===== src/rtl/movdec_pkg.sv =====
// Package: shared widths, state and record types for the MOV decoder.
// Assumes byte-wide input and at most four displacement/immediate bytes.
package movdec_pkg;
    localparam int BYTE_W     = 8;
    localparam int FIELD_BYTES = 4;
    localparam int WORD_W     = FIELD_BYTES * BYTE_W;
    localparam int CNT_W      = $clog2(FIELD_BYTES);
    localparam int NUM_W      = $clog2(FIELD_BYTES + 1);
    localparam int LEN_W      = 4;
    localparam logic [BYTE_W-1:0] PFX_OPSZ = 8'h66;
    localparam logic [BYTE_W-1:0] PFX_ADSZ = 8'h67;

    typedef enum logic [1:0] {
        K_RM  = 2'd0,
        K_IMM = 2'd1,
        K_SEG = 2'd2,
        K_BAD = 2'd3
    } kind_e;

    typedef enum logic [2:0] {
        S_PFX, S_MODRM, S_SIB, S_DISP, S_IMM, S_OUT
    } st_e;

    typedef struct packed {
        kind_e              kind;
        logic               op32;
        logic               ad32;
        logic               d;
        logic               w;
        logic [1:0]         mode;
        logic [2:0]         regf;
        logic [2:0]         rm;
        logic               has_sib;
        logic [1:0]         scale;
        logic [2:0]         idx;
        logic [2:0]         base;
        logic [WORD_W-1:0]  disp;
        logic [WORD_W-1:0]  imm;
        logic [LEN_W-1:0]   len;
    } rec_t;
endpackage


===== src/rtl/movdec_opclass.sv =====
// Module: classifies a leading byte as a size prefix or an opcode group.
// Assumes the byte is in the prefix/opcode position of an instruction.
module movdec_opclass
    import movdec_pkg::*;
(
    input  logic [BYTE_W-1:0] byte_i,
    output logic              is_opsz_o,
    output logic              is_adsz_o,
    output kind_e             kind_o
);
    assign is_opsz_o = (byte_i == PFX_OPSZ);
    assign is_adsz_o = (byte_i == PFX_ADSZ);

    // Map opcode values onto the supported move groups.
    always_comb begin
        case (byte_i)
            8'h88, 8'h89, 8'h8A, 8'h8B: kind_o = K_RM;
            8'hC6, 8'hC7:               kind_o = K_IMM;
            8'h8C, 8'h8E:               kind_o = K_SEG;
            default:                    kind_o = K_BAD;
        endcase
    end
endmodule


===== src/rtl/movdec_fieldlen.sv =====
// Module: computes index-byte presence and displacement and immediate
// byte counts from mode, rm, base, address size and operand width.
// Assumes base_i is meaningful only when an index byte is present.
module movdec_fieldlen
    import movdec_pkg::*;
(
    input  logic             ad32_i,
    input  logic             op32_i,
    input  kind_e            kind_i,
    input  logic             w_i,
    input  logic [1:0]       mode_i,
    input  logic [2:0]       rm_i,
    input  logic [2:0]       base_i,
    output logic             need_sib_o,
    output logic [NUM_W-1:0] disp_n_o,
    output logic [NUM_W-1:0] imm_n_o
);
    localparam logic [NUM_W-1:0] N_WIDE = NUM_W'(FIELD_BYTES);
    localparam logic [NUM_W-1:0] N_HALF = NUM_W'(FIELD_BYTES / 2);

    assign need_sib_o = ad32_i && (mode_i != 2'd3) && (rm_i == 3'd4);

    // Displacement byte count, including the displacement-only encodings.
    always_comb begin
        case (mode_i)
            2'd1:    disp_n_o = NUM_W'(1);
            2'd2:    disp_n_o = ad32_i ? N_WIDE : N_HALF;
            2'd3:    disp_n_o = '0;
            default: begin
                if (ad32_i)
                    disp_n_o = ((rm_i == 3'd5) || (rm_i == 3'd4 && base_i == 3'd5)) ? N_WIDE : '0;
                else
                    disp_n_o = (rm_i == 3'd6) ? N_HALF : '0;
            end
        endcase
    end

    // Immediate byte count for the immediate-to-memory form.
    always_comb begin
        if (kind_i != K_IMM) imm_n_o = '0;
        else if (!w_i)       imm_n_o = NUM_W'(1);
        else                 imm_n_o = op32_i ? N_WIDE : N_HALF;
    end
endmodule


===== src/rtl/mov_decoder.sv =====
// Module: byte-serial decoder for data-move instructions. It consumes
// prefixes, opcode, mode byte, optional index byte, displacement and
// immediate, and presents one held record per instruction.
// Assumes mode32_i is steady until the opcode byte is accepted.
module mov_decoder
    import movdec_pkg::*;
(
    input  logic               clk,
    input  logic               rst_n,
    input  logic               mode32_i,
    input  logic               in_valid,
    input  logic [7:0]         in_data,
    output logic               in_ready,
    input  logic               out_ready,
    output logic               out_valid,
    output logic [1:0]         out_kind,
    output logic               out_op32,
    output logic               out_ad32,
    output logic               out_d,
    output logic               out_w,
    output logic [1:0]         out_mod,
    output logic [2:0]         out_reg,
    output logic [2:0]         out_rm,
    output logic               out_has_sib,
    output logic [1:0]         out_scale,
    output logic [2:0]         out_index,
    output logic [2:0]         out_base,
    output logic [31:0]        out_disp,
    output logic [31:0]        out_imm,
    output logic [3:0]         out_len
);
    st_e              st;
    rec_t             rec;
    logic             opf, adf;
    logic [CNT_W-1:0] cnt;
    logic [NUM_W-1:0] dn_q;

    logic             is_opsz, is_adsz, need_sib;
    kind_e            cls_kind;
    logic [1:0]       fl_mode;
    logic [2:0]       fl_rm;
    logic [NUM_W-1:0] disp_n, imm_n;

    wire beat = in_valid && in_ready;
    wire [NUM_W-1:0] cnt_ext = NUM_W'(cnt);

    assign in_ready  = (st != S_OUT);
    assign out_valid = (st == S_OUT);

    movdec_opclass u_cls (
        .byte_i    (in_data),
        .is_opsz_o (is_opsz),
        .is_adsz_o (is_adsz),
        .kind_o    (cls_kind)
    );

    // Length logic looks at the incoming mode byte or the stored one.
    assign fl_mode = (st == S_MODRM) ? in_data[7:6] : rec.mode;
    assign fl_rm   = (st == S_MODRM) ? in_data[2:0] : rec.rm;

    movdec_fieldlen u_len (
        .ad32_i     (rec.ad32),
        .op32_i     (rec.op32),
        .kind_i     (rec.kind),
        .w_i        (rec.w),
        .mode_i     (fl_mode),
        .rm_i       (fl_rm),
        .base_i     (in_data[2:0]),
        .need_sib_o (need_sib),
        .disp_n_o   (disp_n),
        .imm_n_o    (imm_n)
    );

    // Byte-by-byte decode state machine and record assembly.
    always_ff @(posedge clk) begin
        if (!rst_n) begin
            st   <= S_PFX;
            rec  <= '0;
            opf  <= 1'b0;
            adf  <= 1'b0;
            cnt  <= '0;
            dn_q <= '0;
        end else begin
            case (st)
                S_PFX: if (beat) begin
                    rec.len <= rec.len + LEN_W'(1);
                    if (is_opsz)      opf <= 1'b1;
                    else if (is_adsz) adf <= 1'b1;
                    else begin
                        rec.op32 <= mode32_i ^ opf;
                        rec.ad32 <= mode32_i ^ adf;
                        rec.kind <= cls_kind;
                        if (cls_kind == K_BAD) st <= S_OUT;
                        else begin
                            rec.d <= in_data[1];
                            rec.w <= in_data[0];
                            st    <= S_MODRM;
                        end
                    end
                end
                S_MODRM: if (beat) begin
                    rec.len  <= rec.len + LEN_W'(1);
                    rec.mode <= in_data[7:6];
                    rec.regf <= in_data[5:3];
                    rec.rm   <= in_data[2:0];
                    dn_q     <= disp_n;
                    if (need_sib)         st <= S_SIB;
                    else if (disp_n != 0) st <= S_DISP;
                    else if (imm_n != 0)  st <= S_IMM;
                    else                  st <= S_OUT;
                end
                S_SIB: if (beat) begin
                    rec.len     <= rec.len + LEN_W'(1);
                    rec.has_sib <= 1'b1;
                    rec.scale   <= in_data[7:6];
                    rec.idx     <= in_data[5:3];
                    rec.base    <= in_data[2:0];
                    dn_q        <= disp_n;
                    if (disp_n != 0)     st <= S_DISP;
                    else if (imm_n != 0) st <= S_IMM;
                    else                 st <= S_OUT;
                end
                S_DISP: if (beat) begin
                    rec.len <= rec.len + LEN_W'(1);
                    rec.disp[{cnt, 3'b000} +: BYTE_W] <= in_data;
                    cnt <= cnt + CNT_W'(1);
                    if (cnt_ext == dn_q - NUM_W'(1)) begin
                        cnt <= '0;
                        if (dn_q == NUM_W'(1))
                            rec.disp <= {{(WORD_W-BYTE_W){in_data[7]}}, in_data};
                        st <= (imm_n != 0) ? S_IMM : S_OUT;
                    end
                end
                S_IMM: if (beat) begin
                    rec.len <= rec.len + LEN_W'(1);
                    rec.imm[{cnt, 3'b000} +: BYTE_W] <= in_data;
                    cnt <= cnt + CNT_W'(1);
                    if (cnt_ext == imm_n - NUM_W'(1)) begin
                        cnt <= '0;
                        st  <= S_OUT;
                    end
                end
                S_OUT: if (out_ready) begin
                    rec <= '0;
                    opf <= 1'b0;
                    adf <= 1'b0;
                    st  <= S_PFX;
                end
                default: st <= S_PFX;
            endcase
        end
    end

    // Present the held record on the output pins.
    assign out_kind    = rec.kind;
    assign out_op32    = rec.op32;
    assign out_ad32    = rec.ad32;
    assign out_d       = rec.d;
    assign out_w       = rec.w;
    assign out_mod     = rec.mode;
    assign out_reg     = rec.regf;
    assign out_rm      = rec.rm;
    assign out_has_sib = rec.has_sib;
    assign out_scale   = rec.scale;
    assign out_index   = rec.idx;
    assign out_base    = rec.base;
    assign out_disp    = rec.disp;
    assign out_imm     = rec.imm;
    assign out_len     = rec.len;
endmodule


===== config.mk =====
export PLATFORM = sky130hd
export DESIGN_NAME = mov_decoder
export DESIGN_NICKNAME = d
export VERILOG_FILES = /design/src/rtl/movdec_pkg.sv /design/src/rtl/movdec_opclass.sv /design/src/rtl/movdec_fieldlen.sv /design/src/rtl/mov_decoder.sv
export SDC_FILE = /design/constraint.sdc
export NUM_CORES = 1
export LEC_CHECK = 0
export CAP_MARGIN = 20
export CORE_MARGIN = 5
export CORE_UTILIZATION = 55
export CTS_BUF_LIST = sky130_fd_sc_hd__clkbuf_4 sky130_fd_sc_hd__clkbuf_8
export DETAILED_ROUTE_END_ITERATION = 12
export GPL_TIMING_DRIVEN = 0
export PLACE_DENSITY = 0.9
export SLEW_MARGIN = 20
export SYNTH_ARGS = -nofsm -noshare
export SYNTH_HDL_FRONTEND = slang
export SYNTH_SLANG_ARGS = --single-unit

===== constraint.sdc =====
create_clock -name clk -period 3.8 [get_ports clk]
set_input_delay 0.76 -clock clk [delete_from_list [all_inputs] [get_ports clk]]
set_output_delay 0.76 -clock clk [all_outputs]
set_load 0.1 [all_outputs]

# Word-level counts from Yosys, hierarchy flattened
# Index checks and enable logic that the tools add are counted.
dict set report totals {
  register_bits 101
  input_bits 13
  wordCells 163
}
dict set report op_classes {
  add_sub_neg 5
  n_eq_ne 43
  shift 2
  mux 59
  bitwise_logic 2
  n_reduce_logical 32
}
# cell count
set op_table {}
lappend op_table {{$pmux 32 s2} 2}
lappend op_table {{$mux 32} 3}
lappend op_table {{$mux 91} 1}
lappend op_table {{$bwmux 32} 2}
lappend op_table {{$eq 8x8->1 const B} 8}
lappend op_table {{$mux 3} 20}
lappend op_table {{$mux 36} 1}
lappend op_table {{$shift 8x7->32 const A} 1}
lappend op_table {{$shiftx 8x7->32} 1}
lappend op_table {{$ne 2x2->1 const B} 14}
lappend op_table {{$eq 3x3->1 const B} 6}
lappend op_table {{$mux 6} 3}
lappend op_table {{$pmux 3 s6} 1}
lappend op_table {{$pmux 9 s2} 1}
lappend op_table {{$eq 8x7->1 const B} 2}
lappend op_table {{$pmux 8 s2} 1}
lappend op_table {{$reduce_and 3->1} 5}
lappend op_table {{$mux 2} 7}
lappend op_table {{$pmux 4 s3} 1}
lappend op_table {{$pmux 6 s2} 1}
lappend op_table {{$reduce_bool 2->1} 6}
lappend op_table {{$reduce_and 10->1} 1}
lappend op_table {{$reduce_and 5->1} 2}
lappend op_table {{$mux 9} 1}
lappend op_table {{28 further kinds} 52}

# Longest topological paths before layout
dict set report logic_depth {
  depth_word 13
  mapped_depth 10
}

# Modules after synthesis
# A second synthesis with hierarchy kept.
dict set report unflattened {
  hier_cells 575
  area_unflattened_um2 4926.0
}
# mod instances cells_each area_each_um2
set modules_own_cells {}
lappend modules_own_cells {mov_decoder 1 552 4740.8}
lappend modules_own_cells {movdec_fieldlen 1 14 110.1}
lappend modules_own_cells {movdec_opclass 1 9 75.1}

# Least setup slack after synthesis
# Ideal clock, no wire load.
dict set report synth_path {
  path_kind {reg-to-reg}
  from {register rec (netlist bit out_kind[0])}
  to {register st[0]}
  t_arrival_ns 2.440
  required_time_ns 3.708
  path_slack_ns 1.268
  path_stages_with_launch 9
  synth_period_minus_slack_ns 2.532
  cell_sequence {dfxtp_1 nor3b_1 inv_1 ha_1 ha_1 nand2_1 o31ai_1 nand3_1 o32ai_1}
}
dict set report synth_via {
  elab_chain_cells 8
}
# item line
set synth_lines {}
lappend synth_lines {{from (decl)} mov_decoder.sv:33} ;# rec_t rec;
lappend synth_lines {{$ne 2x1->1 (*)} movdec_fieldlen.sv:40} ;# if (kind_i != K_IMM) imm_n_o = '0;
lappend synth_lines {{$mux 3 (*)} movdec_fieldlen.sv:40}
lappend synth_lines {{parallel branches: the longest is 6 deep, another holds $sub 3x1->3} n/a}
lappend synth_lines {{to (signal assigned)} mov_decoder.sv:131} ;# st <= (imm_n != 0) ? S_IMM : S_OUT;
lappend synth_lines {{to (decl)} mov_decoder.sv:32} ;# st_e st;
# Mark *: on every way between the ends. The select of a mux whose other input is x is not followed.
# A chain may end at the register's enable or synchronous reset.

# Worst setup path after layout
dict set report layout_path {
  from {register st[2]}
  to {output port out_valid}
}
dict set report layout_via {
  elab_chain_cells 1
}
# item line
set layout_lines {}
lappend layout_lines {{$eq 3x3->1} mov_decoder.sv:48} ;# assign out_valid = (st == S_OUT);
lappend layout_lines {{to (decl)} mov_decoder.sv:15} ;# output logic out_valid,
# Every way passes these cells.

==> out/metrics.cfg <==
[run_status]
status = finished clean

[global_route]
grt_use_total_pct = 26.33
grt_max_degree = 20
gr-total-overflow = 0
grt_pass1_vias = 4686
grt_pass1_wl_mm = 23.69
antenna_found_initial = 0

[sta]
layout_min_cycle_time_ns = 3.393
finalSetupViolCount = 0
fin_crit_sh_pct = 89.28
slew-limit-headroom_pct = 32.30
drv_slew = 0
rsz0062_at_grt = no
tns_ns = 0
finClkSkew_ns = 0.01432
tightest_slew_ns = 1.012
timing.final.hold_violations = 0
max_freq_ghz = 0.2948

[die]
core_area_um2 = 8636
design.die.area_um2 = 10780
die_y_um = 103.8
initial_core_util_pct = 56.07
boundaryPins = 106
die_width_um = 103.8
rows = 34

[placed_design]
place_area_um2 = 6018
place_hpwl_mm = 10.46
port_buffers = 104
gp_congestion = 0.8974

[detailed_routing]
drtAntennaViolNets = 0
drt_iter0_drc = 422
drt-vias-per-instance = 6.048
routed_wl_mm = 14.76
dr.pass1.iters = 6
drc_errors = 0
wire_per_inst_um = 18.63
vias = 4790

[layout]
regArea_um2 = 2022
postLayoutCoreUtil_pct = 72.15
fillers = 655
multi_input_area_um2 = 2613
antenna_cells = 0
finish.instance_area_um2 = 6231
area.growth.synth_to_final_pct = 28.68
final_nets = 701
layout-drive-gt1-share_pct = 6.140

[synthesis]
synthDistinctLibCells = 54
ys_seq_area_share_pct = 41.76
avgSynthCellArea_um2 = 8.585
synth-seq-cells = 101
yosys_warnings = 0
synth_common_cells = dfxtp_1, nand2_1, nor2b_1
syn_nets = 586
synth_area_leaders = dfxtp_1, nand2_1, nor2b_1
netlist_area_um2 = 4842
synth_top_area_share_pct = 41.76
synthMostInstantiatedCell = dfxtp_1
synthCells = 564
yosysTopAreaCell = dfxtp_1
async_reset_ff_share_pct = 0
synth-edff-count = 0
synth_ff_type = dfxtp_1

[power]
p_sw_mw = 1.166
ir_drop_uv = 260.9
p_seq_share_pct = 39.9
leakage_nw = 2.118
p_clk_share_pct = 25.2
power_density_nw_per_um2 = 464.0
p_int_mw = 1.725
combPwrFrac_pct = 34.8
swShare_pct = 40.33

[setup_path]
crit_arrival_ns = 2.63
start_kind = flip-flop
cp_data_required_time_ns = 3.04
critPathLaunch = st[2]
path_max_fanout = 10
end_kind = primary output
r2r_setup_slack_ns = 1.05
reg2reg_to = out_imm[17]
reg2regPathDepth = 9
crit_type = flip-flop to primary output
r2r_start = cnt[0]

[hold_path]
whs_endpoint = out_imm[22]
hold_class = flip-flop to flip-flop
hold_start = out_imm[22]
min_path_cells = 2

[clock_tree]
cts.sinks = 101
cts_hold_buf = 0
cts_tree = done
numCtsBuffers = 9
cts_resized = 0
htreeDepth = 3
clock_path_buffers = 2
postCtsSetupBuffers = 0
clk_latency_ns = 0.38
clock-root-buffer = clkbuf_8
path_clk_slew_ns = 0.10

[job]
max-cap-violations = 0

-- stage by stage --
step / hold slack [ns] / setup WS [ns] / cells / power, mW
2_1_floorplan: 0.4575 / 1.268 / 564 / 1.930
3_3_place_gp: 0.4455 / 0.8575 / 776 / 2.144
3_5_place_dp: 0.4470 / 0.8425 / 776 / 2.165
4_1_cts: 0.4630 / 0.4212 / 792 / 2.874
5_1_grt: 0.4834 / 0.2895 / 792 / 3.003
6_report: 0.4644 / 0.4075 / 792 / 2.891
-- routing by layer --
| layer | vias to the layer above | track usage, % | part of all wire (%) |
|---|---|---|---|
| met5 | - | 0 | 0 |
| met2 | 262 | 44.49 | 48 |
| met1 | 2254 | 32.84 | 41 |
| met3 | 52 | 5.348 | 7.9 |
| met4 | 0 | 10.27 | 3.3 |
| li1 | 2222 | - | - |
-- worst max-delay path by stage --
| stage | to | slack [ns] | cells past startpoint |
|---|---|---|---|
| floorplan | st[0] | 1.27 | 8 |
| global placement | out_valid | 0.86 | 4 |
| finish | out_valid | 0.41 | 4 |
| global route | out_valid | 0.29 | 4 |
| CTS | out_valid | 0.42 | 4 |
| detailed placement | out_valid | 0.84 | 4 |
-- cells in the final DEF, fill, tap and decap left out, drive strengths merged, types with 5 or more instances in the layout --
| master | n |
|---|---|
| a21boi | 29 |
| a21oi | 33 |
| a22oi | 34 |
| and2 | 13 |
| buf | 15 |
| clkbuf | 34 |
| clkdlybuf4s50 | 104 |
| dfxtp | 101 |
| ha | 9 |
| inv | 13 |
| mux2i | 5 |
| nand2 | 70 |
| nand2b | 11 |
| nand3 | 31 |
| nor2 | 25 |
| nor2b | 41 |
| nor3 | 7 |
| o21ai | 21 |
| o2bb2ai | 25 |
| xnor2 | 6 |
-- worst max-delay path: stages (launching register included) --
cell	delay, ns
dfxtp_1	0.37
nor2b_1	0.35
and2_1	0.18
buf_2	0.20
clkdlybuf4s50_1	1.16
-- power by group through the flow --
stage          clock, mW  combinational [mW]  sequential [mW]
3_3_place_gp           0               0.969             1.18
5_1_grt            0.773                1.07             1.16
6_report           0.729                1.01             1.15
2_1_floorplan          0               0.503             1.43
4_1_cts            0.727               0.993             1.15
3_5_place_dp           0               0.988             1.18
-- final cells by class --
type,count,share of cell area [%]
multi-input combinational,413,41.93
sequential,101,32.45
timing repair buffer,104,16.71
buffer,40,2.731
tap,108,2.169
clock buffer,9,1.988
clock inverter,7,1.426
inverter,10,0.6024
-- cells by family (layout without fill, tap and decap cells) --
logic type,after synthesis,after routing,synth area share (%)
AND/OR/NAND/NOR,226,226,25.38
AO/OA/AOI/OAI,163,163,23.41
flip-flops,101,101,41.76
buffers and inverters,50,170,4.289
XOR/XNOR,10,10,1.809
adder cells (fa/ha/maj),9,9,2.326
multiplexers,5,5,1.034
(Power assumes the default switching activity.)
